**config.mk**
```make
export PLATFORM = sky130hd
export DESIGN_NAME = xbus_cs_timing
export DESIGN_NICKNAME = d
export VERILOG_FILES = /design/src/rtl/cs_timing_pkg.sv /design/src/rtl/xbus_ack_sync.sv /design/src/rtl/xbus_cs_datapath.sv /design/src/rtl/xbus_cs_control.sv /design/src/rtl/xbus_cs_timing.sv
export SDC_FILE = /design/constraint.sdc
export NUM_CORES = 1
export LEC_CHECK = 0
export BUFFER_PORTS_ARGS = -buffer_cell sky130_fd_sc_hd__buf_2
export CORE_AREA = 8 8 110 112
export CTS_CLUSTER_SIZE = 28
export DETAILED_ROUTE_END_ITERATION = 16
export DIE_AREA = 0 0 118 120
export GPL_ROUTABILITY_DRIVEN = 0
export PLACE_DENSITY = 0.76
export SYNTH_ARGS = -nofsm -noshare
export SYNTH_HDL_FRONTEND = slang
export SYNTH_SLANG_ARGS = --single-unit
```
**constraint.sdc**
```tcl
create_clock -name clk -period 2.5 [get_ports clk]
set_clock_uncertainty 0.2 [all_clocks]
set_input_delay 0.375 -clock clk [delete_from_list [all_inputs] [get_ports clk]]
set_output_delay 0.375 -clock clk [all_outputs]
set_load 0.05 [all_outputs]
```
**src/rtl/cs_timing_pkg.sv**
```systemverilog
package cs_timing_pkg;

  typedef enum logic [1:0] {
    ST_IDLE    = 2'd0,
    ST_STROBE  = 2'd1,
    ST_RECOVER = 2'd2,
    ST_FINISH  = 2'd3
  } csState_e;

  typedef struct packed {
    logic latchReq;
    logic loadRecover;
    logic decCount;
    logic captureRd;
    logic nextBeat;
  } dpCtl_t;

endpackage

```
**src/rtl/xbus_ack_sync.sv**
```systemverilog
module xbus_ack_sync #(
  parameter int STAGES = 2
) (
  input  logic clk,
  input  logic rstN,
  input  logic asyncIn,
  output logic syncOut
);

  logic [STAGES-1:0] chain;

  generate
    if (STAGES == 1) begin : g_single
      always_ff @(posedge clk or negedge rstN) begin
        if (!rstN) chain <= '0;
        else       chain <= asyncIn;
      end
    end else begin : g_multi
      always_ff @(posedge clk or negedge rstN) begin
        if (!rstN) chain <= '0;
        else       chain <= {chain[STAGES-2:0], asyncIn};
      end
    end
  endgenerate

  assign syncOut = chain[STAGES-1];

endmodule

```
**src/rtl/xbus_cs_datapath.sv**
```systemverilog
module xbus_cs_datapath
  import cs_timing_pkg::*;
#(
  parameter int STEP_BITS = 23,
  parameter int OFFS_W    = 4,
  parameter int SIZE_W    = 2,
  parameter int HI_W      = 4,
  parameter int LO_W      = 4,
  parameter int WAIT_W    = 5,
  parameter int DATA_W    = 16
) (
  input  logic                           clk,
  input  logic                           rstN,
  input  dpCtl_t                         ctl,
  input  logic [HI_W-1:0]                cfgStrobeHi,
  input  logic [LO_W-1:0]                cfgStrobeLo,
  input  logic [WAIT_W-1:0]              cfgWait,
  input  logic                           cfgUseAck,
  input  logic                           cfgWide,
  input  logic [OFFS_W-1:0]              cfgOffset,
  input  logic [SIZE_W-1:0]              cfgSizeLog,
  input  logic [STEP_BITS+OFFS_W-1:0]    reqAddr,
  input  logic                           reqWrite,
  input  logic [DATA_W-1:0]              reqWrData,
  input  logic [DATA_W-1:0]              busDataIn,
  output logic                           addrOk,
  output logic                           cntZero,
  output logic                           lastBeat,
  output logic                           writeL,
  output logic                           useAckL,
  output logic [STEP_BITS+OFFS_W-1:0]    busAddr,
  output logic [DATA_W-1:0]              busDataOut,
  output logic [DATA_W-1:0]              rdData
);

  localparam int ADDR_W = STEP_BITS + OFFS_W;
  localparam int LANE_W = DATA_W / 2;
  localparam int CNT_W  = (WAIT_W > LO_W) ? ((WAIT_W > HI_W) ? WAIT_W : HI_W)
                                          : ((LO_W > HI_W) ? LO_W : HI_W);

  function automatic logic [CNT_W-1:0] lenMinusOne(input logic [CNT_W-1:0] v);
    return (v == '0) ? '0 : v - 1'b1;
  endfunction

  // window test on live inputs
  logic [OFFS_W-1:0] reqStep;
  logic [OFFS_W-1:0] sizeMask;
  logic              offsAligned;
  logic              inWindow;

  assign reqStep     = reqAddr[ADDR_W-1 -: OFFS_W];
  assign sizeMask    = (OFFS_W'(1) << cfgSizeLog) - OFFS_W'(1);
  assign offsAligned = (cfgOffset & sizeMask) == '0;
  assign inWindow    = ((reqStep ^ cfgOffset) & ~sizeMask) == '0;
  assign addrOk      = offsAligned && inWindow;

  // captured request and profile
  logic [ADDR_W-1:0] addrL;
  logic [DATA_W-1:0] dataL;
  logic              wideL;
  logic [HI_W-1:0]   hiL;
  logic [LO_W-1:0]   loL;
  logic [WAIT_W-1:0] waitL;
  logic              beat;
  logic [CNT_W-1:0]  cnt;

  logic [CNT_W-1:0]  liveLowLen;
  logic [CNT_W-1:0]  heldLowLen;
  logic [CNT_W-1:0]  heldHighLen;

  assign liveLowLen  = lenMinusOne(reqWrite ? CNT_W'(cfgStrobeLo) : CNT_W'(cfgWait));
  assign heldLowLen  = lenMinusOne(writeL ? CNT_W'(loL) : CNT_W'(waitL));
  assign heldHighLen = lenMinusOne(CNT_W'(hiL));

  always_ff @(posedge clk or negedge rstN) begin
    if (!rstN) begin
      addrL   <= '0;
      dataL   <= '0;
      writeL  <= 1'b0;
      wideL   <= 1'b1;
      useAckL <= 1'b0;
      hiL     <= '0;
      loL     <= '0;
      waitL   <= '0;
    end else if (ctl.latchReq) begin
      addrL   <= reqAddr;
      dataL   <= reqWrData;
      writeL  <= reqWrite;
      wideL   <= cfgWide;
      useAckL <= cfgUseAck;
      hiL     <= cfgStrobeHi;
      loL     <= cfgStrobeLo;
      waitL   <= cfgWait;
    end
  end

  always_ff @(posedge clk or negedge rstN) begin
    if (!rstN)              beat <= 1'b0;
    else if (ctl.latchReq)  beat <= 1'b0;
    else if (ctl.nextBeat)  beat <= 1'b1;
  end

  always_ff @(posedge clk or negedge rstN) begin
    if (!rstN)                 cnt <= '0;
    else if (ctl.latchReq)     cnt <= liveLowLen;
    else if (ctl.nextBeat)     cnt <= heldLowLen;
    else if (ctl.loadRecover)  cnt <= heldHighLen;
    else if (ctl.decCount)     cnt <= cnt - 1'b1;
  end

  assign cntZero  = (cnt == '0);
  assign lastBeat = wideL || beat;

  // bus address and write lane
  assign busAddr = wideL ? addrL : addrL + ADDR_W'(beat);

  always_comb begin
    if (wideL)     busDataOut = dataL;
    else if (beat) busDataOut = {{LANE_W{1'b0}}, dataL[DATA_W-1:LANE_W]};
    else           busDataOut = {{LANE_W{1'b0}}, dataL[LANE_W-1:0]};
  end

  // read assembly
  always_ff @(posedge clk or negedge rstN) begin
    if (!rstN) begin
      rdData <= '0;
    end else if (ctl.captureRd) begin
      if (wideL)     rdData                  <= busDataIn;
      else if (beat) rdData[DATA_W-1:LANE_W] <= busDataIn[LANE_W-1:0];
      else           rdData[LANE_W-1:0]      <= busDataIn[LANE_W-1:0];
    end
  end

endmodule

```
**src/rtl/xbus_cs_control.sv**
```systemverilog
module xbus_cs_control
  import cs_timing_pkg::*;
(
  input  logic   clk,
  input  logic   rstN,
  input  logic   reqValid,
  input  logic   addrOk,
  input  logic   cntZero,
  input  logic   lastBeat,
  input  logic   writeL,
  input  logic   useAckL,
  input  logic   syncAck,
  output dpCtl_t ctl,
  output logic   reqReady,
  output logic   accDone,
  output logic   accErr,
  output logic   busCsN,
  output logic   busOeN,
  output logic   busWeN,
  output logic   busDataOe
);

  csState_e state;
  csState_e nextState;
  logic     errL;
  logic     endStrobe;

  assign endStrobe = useAckL ? syncAck : cntZero;

  always_comb begin
    ctl       = '0;
    nextState = state;
    unique case (state)
      ST_IDLE: begin
        if (reqValid) begin
          ctl.latchReq = 1'b1;
          nextState    = addrOk ? ST_STROBE : ST_FINISH;
        end
      end
      ST_STROBE: begin
        if (endStrobe) begin
          ctl.loadRecover = 1'b1;
          ctl.captureRd   = !writeL;
          nextState       = ST_RECOVER;
        end else begin
          ctl.decCount = 1'b1;
        end
      end
      ST_RECOVER: begin
        if (cntZero) begin
          if (lastBeat) begin
            nextState = ST_FINISH;
          end else begin
            ctl.nextBeat = 1'b1;
            nextState    = ST_STROBE;
          end
        end else begin
          ctl.decCount = 1'b1;
        end
      end
      ST_FINISH: nextState = ST_IDLE;
      default:   nextState = ST_IDLE;
    endcase
  end

  always_ff @(posedge clk or negedge rstN) begin
    if (!rstN) state <= ST_IDLE;
    else       state <= nextState;
  end

  always_ff @(posedge clk or negedge rstN) begin
    if (!rstN)                                errL <= 1'b0;
    else if (state == ST_IDLE && reqValid)    errL <= !addrOk;
  end

  assign reqReady  = (state == ST_IDLE);
  assign accDone   = (state == ST_FINISH);
  assign accErr    = (state == ST_FINISH) && errL;
  assign busCsN    = !(state == ST_STROBE || state == ST_RECOVER);
  assign busOeN    = !(state == ST_STROBE && !writeL);
  assign busWeN    = !(state == ST_STROBE && writeL);
  assign busDataOe = !busCsN && writeL;

endmodule

```
**src/rtl/xbus_cs_timing.sv**
```systemverilog
module xbus_cs_timing
  import cs_timing_pkg::*;
#(
  parameter int STEP_BITS  = 23,
  parameter int OFFS_W     = 4,
  parameter int SIZE_W     = 2,
  parameter int HI_W       = 4,
  parameter int LO_W       = 4,
  parameter int WAIT_W     = 5,
  parameter int DATA_W     = 16,
  parameter int ACK_STAGES = 2,
  localparam int ADDR_W    = STEP_BITS + OFFS_W
) (
  input  logic              clk,
  input  logic              rstN,
  input  logic [HI_W-1:0]   cfgStrobeHi,
  input  logic [LO_W-1:0]   cfgStrobeLo,
  input  logic [WAIT_W-1:0] cfgWait,
  input  logic              cfgUseAck,
  input  logic              cfgWide,
  input  logic [OFFS_W-1:0] cfgOffset,
  input  logic [SIZE_W-1:0] cfgSizeLog,
  input  logic              reqValid,
  input  logic [ADDR_W-1:0] reqAddr,
  input  logic              reqWrite,
  input  logic [DATA_W-1:0] reqWrData,
  output logic              reqReady,
  output logic              accDone,
  output logic              accErr,
  output logic [DATA_W-1:0] rdData,
  output logic              busCsN,
  output logic              busOeN,
  output logic              busWeN,
  output logic [ADDR_W-1:0] busAddr,
  output logic [DATA_W-1:0] busDataOut,
  output logic              busDataOe,
  input  logic [DATA_W-1:0] busDataIn,
  input  logic              busAckIn,
  output logic              ackLive
);

  dpCtl_t ctl;
  logic   addrOk;
  logic   cntZero;
  logic   lastBeat;
  logic   writeL;
  logic   useAckL;
  logic   syncAck;

  xbus_ack_sync #(.STAGES(ACK_STAGES)) u_sync (
    .clk     (clk),
    .rstN    (rstN),
    .asyncIn (busAckIn),
    .syncOut (syncAck)
  );

  xbus_cs_control u_ctrl (
    .clk       (clk),
    .rstN      (rstN),
    .reqValid  (reqValid),
    .addrOk    (addrOk),
    .cntZero   (cntZero),
    .lastBeat  (lastBeat),
    .writeL    (writeL),
    .useAckL   (useAckL),
    .syncAck   (syncAck),
    .ctl       (ctl),
    .reqReady  (reqReady),
    .accDone   (accDone),
    .accErr    (accErr),
    .busCsN    (busCsN),
    .busOeN    (busOeN),
    .busWeN    (busWeN),
    .busDataOe (busDataOe)
  );

  xbus_cs_datapath #(
    .STEP_BITS (STEP_BITS),
    .OFFS_W    (OFFS_W),
    .SIZE_W    (SIZE_W),
    .HI_W      (HI_W),
    .LO_W      (LO_W),
    .WAIT_W    (WAIT_W),
    .DATA_W    (DATA_W)
  ) u_dp (
    .clk         (clk),
    .rstN        (rstN),
    .ctl         (ctl),
    .cfgStrobeHi (cfgStrobeHi),
    .cfgStrobeLo (cfgStrobeLo),
    .cfgWait     (cfgWait),
    .cfgUseAck   (cfgUseAck),
    .cfgWide     (cfgWide),
    .cfgOffset   (cfgOffset),
    .cfgSizeLog  (cfgSizeLog),
    .reqAddr     (reqAddr),
    .reqWrite    (reqWrite),
    .reqWrData   (reqWrData),
    .busDataIn   (busDataIn),
    .addrOk      (addrOk),
    .cntZero     (cntZero),
    .lastBeat    (lastBeat),
    .writeL      (writeL),
    .useAckL     (useAckL),
    .busAddr     (busAddr),
    .busDataOut  (busDataOut),
    .rdData      (rdData)
  );

  assign ackLive = syncAck;

endmodule

```
==> run metrics <==
outcome=finished with violations; failing checks=negative setup slack; RSZ-0062 raised after global routing=yes; metal1 wirelength=6.053 mm; Total GRT Usage=19.74%; sequential share of the synthesized area=46.13%; total gr overflow=0; Synth Area in XOR/XNOR=5.816%; post-synthesis register bit count=86; Fin Setup TNS=-4.728 ns; First DRT Iteration DRCs=188; CP endpoint kind=output pin; crit path DAT=about 2.3 ns; met2 wire length=7.302 mm; Area contributors post-synth=dfrtp_1, nand2_1, mux2_2; clk sinks=86; syn_area_per_cell=8.841 um^2; # DRC=0; area grow syn2layout=52.64%; Num CTS Buffers=9; number of global-route vias before repair=4753; worst-margin pin slew=0.6138 ns; largest net degree at the start of global routing=59; final non-filler cell total=879; post-synthesis compound-gate area fraction=7.317%; initial core utilization=between 40% and 50%; fin nets=roughly 830; worst endpoint required time=1.92 ns; Vias per Instance=between 5 and 6; CTS tree=done; Post-synth top flop=dfrtp_1; Max-slew headroom=59.08%; fin crit share=116.2%; fraction of the mapped netlist area in adder cells=approximately 2.4%; worst-path fanout max=3; Commonest cells post-synth=nand2_1, dfrtp_1, nor2_1; I/O Buffers=around 150; Hold WS=around 0.016 ns; FF/Latch Area=0.002156 mm^2; I/O pin total=roughly 150; number of fill cells in the layout=791; Max Cap Viol=0; Post-DRT Antenna Nets=0; Multi-input gate area=0.002930 mm^2; Syn Inst Count=~530; most common cell in the synthesized netlist=nand2_1; initial antenna violation count=0; CTS clk-pin slew, worst paths=0.09 ns; Hold WC Path Type=primary input to flop; Mapped Area=0.004668 mm^2; Fmax achieved=between 300 and 400 MHz; Synth warnings=0; EDFF count, synth=0; share of the synthesized area in the top cell type=45.56%; Simple-Gate Fraction of Synth Area=26.78%; Startpoint Class=flop; time the worst path needs with I/O delays and setup=2.906 ns; Worst-Skew Late Latency=0.36 ns; share of post-route cells with drive strength above 1=about two fifths; Core Util, Final=67.81%; die area=~0.014 mm^2; Setup Viol. Count Final=20; cell row count=38; pwr/cell area=~1400 mW/mm^2; Yosys cell types=55; syn_nets=622; final worst slack=-0.4055 ns; final hold vios=0; antenna diode count=0; Yosys top cell by area=dfrtp_1; fraction of synthesized area in multiplexers=8.202%; Bufs on Longest Clock Path=2; DR pass1 iterations=4; total wire length=14.22 mm; Die Height=120 um; WL met3=732 um; main combinational cell family by area after synthesis=simple AND/OR/NAND/NOR gates; ys async rst share=100.0%; HPWL after DPL=10.06 mm; Placeable Area=0.01051 mm^2; via count=4445; Worst IR Drop VDD=0.7806 mV; LEAKAGE=approximately 3.6 nW; Inst Count DP=837; htree depth=3; Wirelength per Cell=16.18 um; Die X=118 um; max-slew violations=0; Max Used Layer=met4; kind of critical path=flop to output pin; clk root buf=clkbuf_8; first-pass GRT wire length=23.32 mm
## layout by cell type, fill, tap and decap left out, types with 3 or more instances in the layout
cell type        n
a21oi_1         11
a221o_1          3
and2_1          11
and3_1           3
buf_12           4
buf_2          118
buf_4           49
buf_6           23
buf_8            9
clkbuf_8         9
dfrtp_1         83
dlygate4sd3_1   15
ha_1             6
ha_4             3
inv_1           12
mux2_4          16
mux2i_1         17
nand2_1        180
nand2_4          3
nand2b_1         3
nand3_1         10
nand3_2          3
nand3_4          3
nand4_1          3
nor2_1          19
nor2_4           4
nor3_1           5
nor3_4           3
nor3b_1          4
o21a_1           3
o21ai_0          7
xnor2_1          6
xnor2_2          9
xnor2_4          7
xor2_1           6
## where the power goes
group          switching [mW]  internal, mW  total, mW
registers               0.601          2.04       2.64
clock network           0.525         0.463      0.989
logic                    3.84          2.53       6.36
## layer usage
layer,GRT usage (%),vias up
li1,-,2163
met1,23.59,2134
met2,35.19,137
met3,4.321,11
met4,5.444,0
met5,0,-
## critical path, cell delays in order (launching register included)
cell and delay, ns:
dfrtp_1 0.40, ha_4 0.16, ha_4 0.13, nand4b_1 0.20
nor4_4 0.24, nor3b_4 0.31, nand3_2 0.17, xnor2_4 0.19
buf_6 0.17
## flip-flops by register name, summed over array words and instances (netlist names), 2 cells and up
register / flops
u_ctrl.state: 2
u_dp.hiL: 4
u_dp.addrL: 27
u_sync.chain: 2
u_dp.rdData: 16
u_dp.loL: 4
u_dp.cnt: 5
u_dp.waitL: 5
u_dp.dataL: 16
## path summary, 6_finish.rpt
kind | start | depth (start not counted) | end | slack [ns]
setup / recovery | u_dp.addrL[0] | 8 | busAddr[24] | -0.41
hold / removal | reqWrData[12] | 3 | u_dp.dataL[12] | 0.02
setup reg to reg | u_dp.cnt[1] | 8 | u_dp.cnt[3] | -0.03
hold reg to reg | u_sync.chain[0] | 0 | u_sync.chain[1] | 0.15
max in group asynchronous | rstN | 3 | u_dp.addrL[14] | 1.09
min in group asynchronous | rstN | 2 | u_dp.dataL[14] | 0.34
## layout make-up
type / instances / area share [%]
sequential: 86 / 30.25
timing repair buffer: 219 / 22.67
clock buffer: 9 / 1.738
inverter: 14 / 0.7375
tap: 140 / 2.458
multi-input combinational: 404 / 41.12
clock inverter: 7 / 1.018
## metrics by stage
stage	setup slack [ns]	instance area, um^2	total power, mW
5_1_grt	-0.5352	7126	10.58
4_1_cts	-0.3754	6938	9.730
3_3_place_gp	-0.02713	6121	7.856
6_report	-0.4055	7126	9.996
3_5_place_dp	-0.1450	6121	8.025
2_1_floorplan	-0.2126	4937	6.554
## cells by family (layout without fill, tap and decap cells)
group           after synthesis  count (layout)
simple gates                279             279
xor+xnor                     31              31
compound gates               49              49
buf+inv                      38             249
fa+ha+maj                     9               9
flops                        86              86
mux                          36              36
## timing repair
action	in CTS	in global routing
setup buffers	8	6
setup endpoints to repair	45	45
pin swaps	23	19
cloned	2	0
hold endpoints to repair	50	0
hold buffers	15	0
resized for setup	101	48
Power figures use the tool's default switching activity.
